<file path="config.mk">
export PLATFORM = sky130hd
export DESIGN_NAME = tscan_seq
export DESIGN_NICKNAME = d
export VERILOG_FILES = /design/src/rtl/tscan_pkg.sv /design/src/rtl/tscan_fifo.sv /design/src/rtl/tscan_phase_fsm.sv /design/src/rtl/tscan_regs.sv /design/src/rtl/tscan_seq.sv
export SDC_FILE = /design/constraint.sdc
export NUM_CORES = 1
export LEC_CHECK = 0
export BUFFER_PORTS_ARGS = -buffer_cell sky130_fd_sc_hd__buf_2
export CORE_MARGIN = 1.5
export CORE_UTILIZATION = 52
export CTS_BUF_LIST = sky130_fd_sc_hd__clkbuf_4 sky130_fd_sc_hd__clkbuf_8 sky130_fd_sc_hd__clkbuf_16
export DETAILED_ROUTE_END_ITERATION = 12
export GPL_TIMING_DRIVEN = 0
export PLACE_DENSITY_LB_ADDON = 0.05
export SLEW_MARGIN = 0
export SYNTH_ARGS = -nofsm -noshare
export SYNTH_HDL_FRONTEND = slang
export SYNTH_SLANG_ARGS = --single-unit
</file>
<file path="constraint.sdc">
create_clock -name clk -period 6.86 [get_ports clk]
set_clock_uncertainty 0.15 [all_clocks]
set_input_delay 0.343 -clock clk [delete_from_list [all_inputs] [get_ports clk]]
set_output_delay 0.343 -clock clk [all_outputs]
set_load 0.005 [all_outputs]
</file>
<file path="src/rtl/tscan_pkg.sv">
package tscan_pkg;

    typedef enum logic [3:0] {
        PH_IDLE,
        PH_SETTLE_X,
        PH_CONV_X,
        PH_SETTLE_Y,
        PH_CONV_Y,
        PH_DRAIN,
        PH_PEN_WAIT,
        PH_TOUCH_WAIT,
        PH_UPDATE
    } phase_e;

    localparam int RES_W = 10;

    // register word addresses
    localparam logic [2:0] A_STATUS = 3'd0;
    localparam logic [2:0] A_CTRL   = 3'd1;
    localparam logic [2:0] A_FIFO   = 3'd2;
    localparam logic [2:0] A_SETTLE = 3'd3;
    localparam logic [2:0] A_DRAIN  = 3'd4;
    localparam logic [2:0] A_TOUCH  = 3'd5;
    localparam logic [2:0] A_PEN    = 3'd6;
    localparam logic [2:0] A_UPDATE = 3'd7;

    // control bit positions
    localparam int C_AUTO     = 0;
    localparam int C_PWR      = 2;
    localparam int C_YRES_LSB = 4;
    localparam int C_XRES_LSB = 7;
    localparam int C_IRQ4     = 11;

    // status bit positions
    localparam int S_EMPTY = 7;
    localparam int S_OVR   = 8;

    // duration defaults after reset
    localparam int DEF_SETTLE = 2;
    localparam int DEF_DRAIN  = 2;
    localparam int DEF_TOUCH  = 16;
    localparam int DEF_PEN    = 4;
    localparam int DEF_UPDATE = 88;

    function automatic logic [31:0] pack_sample(input logic pen_up,
                                                input logic [RES_W-1:0] xv,
                                                input logic [RES_W-1:0] yv);
        logic [31:0] w;
        w        = '0;
        w[31]    = pen_up;
        w[25:16] = xv;
        w[9:0]   = yv;
        return w;
    endfunction

    function automatic logic [RES_W-1:0] res_mask(input logic [2:0] drop);
        return {RES_W{1'b1}} << drop;
    endfunction

endpackage

</file>
<file path="src/rtl/tscan_fifo.sv">
module tscan_fifo #(
    parameter int DEPTH = 4,
    parameter int W     = 32,
    localparam int PTR_W = (DEPTH > 1) ? $clog2(DEPTH) : 1,
    localparam int CNT_W = $clog2(DEPTH + 1)
) (
    input  logic             clk,
    input  logic             rst_n,
    input  logic             push,
    input  logic [W-1:0]     wdata,
    input  logic             pop,
    output logic [W-1:0]     rdata,
    output logic             empty,
    output logic             full,
    output logic [CNT_W-1:0] count,
    output logic             overrun
);

    logic [W-1:0]     mem [DEPTH];
    logic [PTR_W-1:0] wr_ptr, rd_ptr;
    logic [W-1:0]     last_q;
    logic             do_pop, do_push;

    function automatic logic [PTR_W-1:0] ptr_inc(input logic [PTR_W-1:0] p);
        return (p == PTR_W'(DEPTH - 1)) ? '0 : p + PTR_W'(1);
    endfunction

    assign empty   = (count == '0);
    assign full    = (count == CNT_W'(DEPTH));
    assign do_pop  = pop && !empty;
    assign do_push = push && (!full || do_pop);
    assign rdata   = empty ? last_q : mem[rd_ptr];

    always_ff @(posedge clk) begin
        if (do_push) mem[wr_ptr] <= wdata;
    end

    always_ff @(posedge clk or negedge rst_n) begin
        if (!rst_n) begin
            wr_ptr  <= '0;
            rd_ptr  <= '0;
            count   <= '0;
            last_q  <= '0;
            overrun <= 1'b0;
        end else begin
            if (do_push) wr_ptr <= ptr_inc(wr_ptr);
            if (do_pop) begin
                rd_ptr <= ptr_inc(rd_ptr);
                last_q <= mem[rd_ptr];
            end
            if (do_push && !do_pop)      count <= count + CNT_W'(1);
            else if (do_pop && !do_push) count <= count - CNT_W'(1);
            if (push && full && !do_pop)
                overrun <= 1'b1;
            else if (do_pop && !do_push && count == CNT_W'(1))
                overrun <= 1'b0;
        end
    end

    a_r7_count_bound: assert property (@(posedge clk) disable iff (!rst_n)
        count <= CNT_W'(DEPTH));

    a_r9_ovr_rise_when_full: assert property (@(posedge clk) disable iff (!rst_n)
        $rose(overrun) |-> $past(full));

    a_r8_empty_read_stable: assert property (@(posedge clk) disable iff (!rst_n)
        (pop && empty && !push) |=> (empty && $stable(rdata)));

endmodule

</file>
<file path="src/rtl/tscan_phase_fsm.sv">
module tscan_phase_fsm
    import tscan_pkg::*;
#(
    parameter int TICK_W = 8
) (
    input  logic              clk,
    input  logic              rst_n,
    input  logic              run,
    input  logic              tick_en,
    input  logic [TICK_W-1:0] settle_t,
    input  logic [TICK_W-1:0] drain_t,
    input  logic [TICK_W-1:0] pen_t,
    input  logic [TICK_W-1:0] touch_t,
    input  logic [TICK_W-1:0] update_t,
    input  logic [2:0]        xres,
    input  logic [2:0]        yres,
    input  logic              adc_done,
    input  logic [RES_W-1:0]  adc_data,
    input  logic              pen_down,
    output logic              adc_start,
    output logic              adc_axis_y,
    output logic              push,
    output logic [31:0]       push_data
);

    phase_e            phase, nxt;
    logic [TICK_W-1:0] cnt, dur, dur_last;
    logic              is_timed, is_conv, timed_end;
    logic [RES_W-1:0]  x_q, y_q;

    always_comb begin
        unique case (phase)
            PH_SETTLE_X, PH_SETTLE_Y: dur = settle_t;
            PH_DRAIN:                 dur = drain_t;
            PH_PEN_WAIT:              dur = pen_t;
            PH_TOUCH_WAIT:            dur = touch_t;
            PH_UPDATE:                dur = update_t;
            default:                  dur = '0;
        endcase
    end

    assign is_timed  = (phase == PH_SETTLE_X) || (phase == PH_SETTLE_Y) ||
                       (phase == PH_DRAIN) || (phase == PH_PEN_WAIT) ||
                       (phase == PH_TOUCH_WAIT) || (phase == PH_UPDATE);
    assign is_conv   = (phase == PH_CONV_X) || (phase == PH_CONV_Y);
    assign dur_last  = (dur == '0) ? '0 : dur - TICK_W'(1);
    assign timed_end = is_timed && tick_en && (cnt >= dur_last);

    // next-state logic
    always_comb begin
        nxt = phase;
        unique case (phase)
            PH_IDLE:       if (run)       nxt = PH_SETTLE_X;
            PH_SETTLE_X:   if (timed_end) nxt = run ? PH_CONV_X     : PH_IDLE;
            PH_CONV_X:     if (adc_done)  nxt = run ? PH_SETTLE_Y   : PH_IDLE;
            PH_SETTLE_Y:   if (timed_end) nxt = run ? PH_CONV_Y     : PH_IDLE;
            PH_CONV_Y:     if (adc_done)  nxt = run ? PH_DRAIN      : PH_IDLE;
            PH_DRAIN:      if (timed_end) nxt = run ? PH_PEN_WAIT   : PH_IDLE;
            PH_PEN_WAIT:   if (timed_end) nxt = run ? PH_TOUCH_WAIT : PH_IDLE;
            PH_TOUCH_WAIT: if (timed_end) nxt = run ? PH_UPDATE     : PH_IDLE;
            PH_UPDATE:     if (timed_end) nxt = run ? PH_SETTLE_X   : PH_IDLE;
            default:                      nxt = PH_IDLE;
        endcase
    end

    // state register and tick counter
    always_ff @(posedge clk or negedge rst_n) begin
        if (!rst_n) begin
            phase <= PH_IDLE;
            cnt   <= '0;
        end else begin
            phase <= nxt;
            if (nxt != phase)          cnt <= '0;
            else if (is_timed && tick_en) cnt <= cnt + TICK_W'(1);
        end
    end

    // outputs
    always_ff @(posedge clk or negedge rst_n) begin
        if (!rst_n) begin
            adc_start <= 1'b0;
            x_q       <= '0;
            y_q       <= '0;
        end else begin
            adc_start <= ((nxt == PH_CONV_X) && (phase != PH_CONV_X)) ||
                         ((nxt == PH_CONV_Y) && (phase != PH_CONV_Y));
            if (phase == PH_CONV_X && adc_done) x_q <= adc_data & res_mask(xres);
            if (phase == PH_CONV_Y && adc_done) y_q <= adc_data & res_mask(yres);
        end
    end

    assign adc_axis_y = (phase == PH_CONV_Y);
    assign push       = (phase == PH_TOUCH_WAIT) && timed_end && run;
    assign push_data  = pack_sample(!pen_down, x_q, y_q);

    a_r4_start_pulse: assert property (@(posedge clk) disable iff (!rst_n)
        adc_start |=> !adc_start);

    a_r4_start_in_conv: assert property (@(posedge clk) disable iff (!rst_n)
        adc_start |-> is_conv);

    a_r3_hold_without_tick: assert property (@(posedge clk) disable iff (!rst_n)
        (is_timed && !tick_en) |=> $stable(phase));

    a_r3_conv_waits_done: assert property (@(posedge clk) disable iff (!rst_n)
        (is_conv && !adc_done) |=> $stable(phase));

    a_r2_x_then_y_settle: assert property (@(posedge clk) disable iff (!rst_n)
        (phase == PH_CONV_X && adc_done) |=> (phase == PH_SETTLE_Y || phase == PH_IDLE));

    a_r5_push_at_touch_end: assert property (@(posedge clk) disable iff (!rst_n)
        push |=> (phase == PH_UPDATE));

endmodule

</file>
<file path="src/rtl/tscan_regs.sv">
module tscan_regs
    import tscan_pkg::*;
#(
    parameter int TICK_W = 8,
    parameter int CNT_W  = 3
) (
    input  logic              clk,
    input  logic              rst_n,
    input  logic              reg_wr,
    input  logic              reg_rd,
    input  logic [2:0]        reg_addr,
    input  logic [31:0]       reg_wdata,
    output logic [31:0]       reg_rdata,
    input  logic [31:0]       fifo_rdata,
    input  logic              fifo_empty,
    input  logic              fifo_ovr,
    input  logic [CNT_W-1:0]  fifo_count,
    output logic              fifo_pop,
    output logic              run,
    output logic              pwr,
    output logic              irq4_en,
    output logic [2:0]        xres,
    output logic [2:0]        yres,
    output logic [TICK_W-1:0] settle_t,
    output logic [TICK_W-1:0] drain_t,
    output logic [TICK_W-1:0] touch_t,
    output logic [TICK_W-1:0] pen_t,
    output logic [TICK_W-1:0] update_t
);

    logic        auto_q;
    logic [31:0] rd_mux;

    always_ff @(posedge clk or negedge rst_n) begin
        if (!rst_n) begin
            auto_q   <= 1'b0;
            pwr      <= 1'b0;
            irq4_en  <= 1'b0;
            xres     <= '0;
            yres     <= '0;
            settle_t <= TICK_W'(DEF_SETTLE);
            drain_t  <= TICK_W'(DEF_DRAIN);
            touch_t  <= TICK_W'(DEF_TOUCH);
            pen_t    <= TICK_W'(DEF_PEN);
            update_t <= TICK_W'(DEF_UPDATE);
        end else if (reg_wr) begin
            unique case (reg_addr)
                A_CTRL: begin
                    auto_q  <= reg_wdata[C_AUTO];
                    pwr     <= reg_wdata[C_PWR];
                    irq4_en <= reg_wdata[C_IRQ4];
                    xres    <= reg_wdata[C_XRES_LSB +: 3];
                    yres    <= reg_wdata[C_YRES_LSB +: 3];
                end
                A_SETTLE: settle_t <= reg_wdata[TICK_W-1:0];
                A_DRAIN:  drain_t  <= reg_wdata[TICK_W-1:0];
                A_TOUCH:  touch_t  <= reg_wdata[TICK_W-1:0];
                A_PEN:    pen_t    <= reg_wdata[TICK_W-1:0];
                A_UPDATE: update_t <= reg_wdata[TICK_W-1:0];
                default: ;
            endcase
        end
    end

    always_comb begin
        rd_mux = '0;
        unique case (reg_addr)
            A_STATUS: begin
                rd_mux[S_EMPTY]     = fifo_empty;
                rd_mux[S_OVR]       = fifo_ovr;
                rd_mux[CNT_W-1:0]   = fifo_count;
            end
            A_CTRL: begin
                rd_mux[C_AUTO]          = auto_q;
                rd_mux[C_PWR]           = pwr;
                rd_mux[C_IRQ4]          = irq4_en;
                rd_mux[C_XRES_LSB +: 3] = xres;
                rd_mux[C_YRES_LSB +: 3] = yres;
            end
            A_FIFO:   rd_mux = fifo_rdata;
            A_SETTLE: rd_mux[TICK_W-1:0] = settle_t;
            A_DRAIN:  rd_mux[TICK_W-1:0] = drain_t;
            A_TOUCH:  rd_mux[TICK_W-1:0] = touch_t;
            A_PEN:    rd_mux[TICK_W-1:0] = pen_t;
            A_UPDATE: rd_mux[TICK_W-1:0] = update_t;
            default:  rd_mux = '0;
        endcase
    end

    always_ff @(posedge clk or negedge rst_n) begin
        if (!rst_n)      reg_rdata <= '0;
        else if (reg_rd) reg_rdata <= rd_mux;
    end

    assign run      = auto_q && pwr;
    assign fifo_pop = reg_rd && (reg_addr == A_FIFO);

    a_r12_status_empty_level: assert property (@(posedge clk) disable iff (!rst_n)
        (reg_rd && reg_addr == A_STATUS && fifo_empty) |=> (reg_rdata[CNT_W-1:0] == '0));

endmodule

</file>
<file path="src/rtl/tscan_seq.sv">
module tscan_seq
    import tscan_pkg::*;
#(
    parameter int TICK_W     = 8,
    parameter int FIFO_DEPTH = 4,
    parameter int IRQ_LEVEL  = 4
) (
    input  logic             clk,
    input  logic             rst_n,
    input  logic             tick_en,
    input  logic             reg_wr,
    input  logic             reg_rd,
    input  logic [2:0]       reg_addr,
    input  logic [31:0]      reg_wdata,
    output logic [31:0]      reg_rdata,
    output logic             adc_start,
    output logic             adc_axis_y,
    output logic             adc_pwr,
    input  logic             adc_done,
    input  logic [RES_W-1:0] adc_data,
    input  logic             pen_down,
    output logic             irq
);

    localparam int CNT_W = $clog2(FIFO_DEPTH + 1);

    logic              run, irq4_en;
    logic [2:0]        xres, yres;
    logic [TICK_W-1:0] settle_t, drain_t, touch_t, pen_t, update_t;
    logic              push, pop, f_empty, f_full, f_ovr;
    logic [31:0]       push_data, f_rdata;
    logic [CNT_W-1:0]  f_count;

    tscan_regs #(.TICK_W(TICK_W), .CNT_W(CNT_W)) u_regs (
        .clk        (clk),
        .rst_n      (rst_n),
        .reg_wr     (reg_wr),
        .reg_rd     (reg_rd),
        .reg_addr   (reg_addr),
        .reg_wdata  (reg_wdata),
        .reg_rdata  (reg_rdata),
        .fifo_rdata (f_rdata),
        .fifo_empty (f_empty),
        .fifo_ovr   (f_ovr),
        .fifo_count (f_count),
        .fifo_pop   (pop),
        .run        (run),
        .pwr        (adc_pwr),
        .irq4_en    (irq4_en),
        .xres       (xres),
        .yres       (yres),
        .settle_t   (settle_t),
        .drain_t    (drain_t),
        .touch_t    (touch_t),
        .pen_t      (pen_t),
        .update_t   (update_t)
    );

    tscan_phase_fsm #(.TICK_W(TICK_W)) u_fsm (
        .clk        (clk),
        .rst_n      (rst_n),
        .run        (run),
        .tick_en    (tick_en),
        .settle_t   (settle_t),
        .drain_t    (drain_t),
        .pen_t      (pen_t),
        .touch_t    (touch_t),
        .update_t   (update_t),
        .xres       (xres),
        .yres       (yres),
        .adc_done   (adc_done),
        .adc_data   (adc_data),
        .pen_down   (pen_down),
        .adc_start  (adc_start),
        .adc_axis_y (adc_axis_y),
        .push       (push),
        .push_data  (push_data)
    );

    tscan_fifo #(.DEPTH(FIFO_DEPTH), .W(32)) u_fifo (
        .clk     (clk),
        .rst_n   (rst_n),
        .push    (push),
        .wdata   (push_data),
        .pop     (pop),
        .rdata   (f_rdata),
        .empty   (f_empty),
        .full    (f_full),
        .count   (f_count),
        .overrun (f_ovr)
    );

    assign irq = irq4_en && (f_count >= CNT_W'(IRQ_LEVEL));

    a_r10_irq_needs_full: assert property (@(posedge clk) disable iff (!rst_n)
        irq |-> (f_full || IRQ_LEVEL < FIFO_DEPTH));

    a_r11_no_start_when_stopped: assert property (@(posedge clk) disable iff (!rst_n)
        (!adc_pwr && $past(!adc_pwr)) |-> !adc_start);

endmodule

</file>
==> flow_summary.toml <==
[floorplan]
num_rows = 51
die_w_um = 143
dieArea_mm2 = 0.0205
start_util_pct = 52.7
core-area_mm2 = 0.0193
ios = 88
die_y_um = 143

[setup_path]
worst_setup_path_start_kind = "flip-flop"
crit_required_ps = 6850
critPathBufInv = 2
crit_top_cell = "ha_1"
end_kind = "flip-flop"
crit_cells = 15
crit_chain = "buf_6 -> clkbuf_1 -> mux2_2 -> a222oi_1 -> ha_1 -> nand3_2 -> or4_4 -> and2_4 -> ha_1 -> nand2b_1 -> a2111oi_0 -> o21ai_1 -> nand3_1 -> a21oi_1 -> and2_2"
path_max_fanout = 21
worstPathArrival_ps = 6620
worstSetupPathType = "flip-flop to flip-flop"
r2r.worst_path.cells = 15
critPathMaxStageDelay_ps = 720
crit_path_top_delay_cell = "a222oi_1"
cp_top_family = "simple AND/OR/NAND/NOR gates"

[drt]
drtAntennaViolNets = 0
wl_met3_um = 1500
wire_per_inst_um = 21.0
dr_total_vias = 6782
drc_errors = 0
first_pass_iters = 5
route.met2.wl_um = 11700
wirelength_um = 24600
topRoutingLayerUsed = "met4"
wl_met1_um = 10900
via_per_inst = 5.78
drtIter0Drc = 430

[logic_synthesis]
synth_flop_cell = "dfrtp_1"
ys_async_sr_fraction_pct = 61.3
syn_avg_cell_area_um2 = 13.1
synthCells = 780
synth_edf_count = 84
seq_area_frac_synth_pct = 57.5
ys_seq_elements = 217
yosysWarnings = 0
synth_area_mm2 = 0.0102
synth_cell_types = 66

[global_route]
grt-ovfl-total = 0
antenna_found_initial = 0
grt_start_max_net_pins = 71
first_global_vias = 6927
grt_pass1_wl_um = 38900
track_usage_pct = 25.2

[clock_network]
numCtsBuffers = 24
cts.sinks = 217
cts_root_buf = "clkbuf_16"
clockBufferDepth = 3
cts.htree.levels = 1
clk_pin_slew_ps = 60
tritoncts = "built"
clkLatencyLatePin_ps = 520

[power_and_ir_drop]
ir_worst_vdd_mv = 0.209
power.leakage_nw = 4.88
powerDensity_mw_per_mm2 = 348

[place]
place_congestion = 0.883
placedCellCount = 1107
dpl.hpwl_um = 17000
io_buffers = 52

[timing]
finalCriticalPeriod_ps = 6640
tightest_slew_ps = 1100
timing.fmax_ghz = 0.151
hold_viol_final = 0
min_period_over_period_pct = 96.7
slew-limit-headroom_pct = 26.9
rsz0062_at_grt = "true"
setup_violations = 0
maxSlewViolCount = 0

[layout]
antenna_cells = 0
drive_gt1_share_pct = 27.2
layout_commonest_cell = "dfrtp_1"
nets = 964
utilization_pct = 61.6
final_cell_mix = "126 x dfrtp_1, 90 x mux2_2, 84 x edfxtp_1, 55 x buf_2, 44 x nand2_1"
stdcell_count = 1173
areaGrowthSynthToFinish_pct = 16.8

[min_path]
hp-class = "input port to flip-flop"
hold_depth = 2

[flow_run]
maxCapViolCount = 0

[run_status]
status = "complete, no violations"
Yosys cell counts, types with 11 or more instances:
cell      number  area, um2
dfrtp_1      126       3150
mux2_2        90       1010
edfxtp_1      84       2520
nand2_1       44        165
inv_1         42        158
o21ai_0       42        210
clkbuf_1      31        116
nor2_1        28        105
mux2i_1       24        240
mux4_2        23        518
a21oi_1       22        110
ha_1          22        275
nand3_1       19       95.1
o22ai_1       14       87.6
buf_4         11       82.6
per-layer routing:
| layer | global-route usage [%] | vias to the layer above |
|---|---|---|
| li1 | - | 3109 |
| met1 | 35.2 | 3438 |
| met2 | 40.7 | 197 |
| met3 | 4.90 | 38 |
| met4 | 6.62 | 0 |
| met5 | 0 | - |
per-stage QoR:
| stage | hold slack [ps] | total power [mW] | setup TNS [ps] | worst slack (ps) | area (um2) |
|---|---|---|---|---|---|
| finish | 45.4 | 4.14 | 0 | 224 | 11900 |
| global route | 25.1 | 4.36 | -6420 | -120 | 11900 |
| CTS | 10.2 | 4.17 | 0 | 336 | 11900 |
| detailed placement | 230 | 2.85 | -145 | -8.80 | 10900 |
| global placement | 332 | 2.80 | 0 | 91.2 | 10800 |
| floorplan | -103 | 2.51 | 0 | 1670 | 10200 |
sequential cells by signal, indices dropped and copies added (netlist names), 10 cells and up:
name	flops
u_fifo.last_q	21
u_fifo.mem	84
u_fsm.x_q	10
u_fsm.y_q	10
u_regs.reg_rdata	22
path summary, 6_finish.rpt:
check	startpoint	end	slack (ps)
max	u_fsm.phase[0]	u_fifo.mem[1][15]	220
min	reg_wdata[7]	u_regs.pen_t[7]	50
max reg2reg	u_fsm.phase[0]	u_fifo.mem[1][15]	220
min in group asynchronous	rst_n	u_regs.settle_t[5]	250
max in group asynchronous	rst_n	u_fsm.x_q[5]	5520
min reg2reg	u_fifo.last_q[22]	u_fifo.last_q[22]	350
final cells by class:
cell class,instances,area [um2]
fill,1570,7430
sequential,217,5860
multi-input combinational,478,3970
clock buffer,34,707
timing repair buffer,75,514
tap,265,332
buffer,51,245
inverter,43,161
clock inverter,10,115
report_power, final:
part	total, mW	internal (mW)	switching, mW
clock	1.30	0.796	0.508
combinational	1.11	0.542	0.568
sequential	1.72	1.56	0.163
logic make-up (layout without fill, tap and decap cells):
logic type	Yosys count	after routing	synth area share, %
other	1	10	0.0368
flip-flops	217	217	57.5
AND/OR/NAND/NOR	155	155	8.09
multiplexers	140	140	17.7
AO/OA/AOI/OAI	139	139	8.92
adder cells (fa/ha/maj)	23	23	2.80
XOR/XNOR	11	11	0.945
buffers and inverters	94	213	3.99
repair_timing:
item,4_1_cts,5_1_grt
gates resized for setup,4,1
hold buffers,22,0
setup endpoints to repair,78,84
buffers inserted,0,0
endpoints found under the hold margin,124,0
Power figures use the tool's default switching activity.
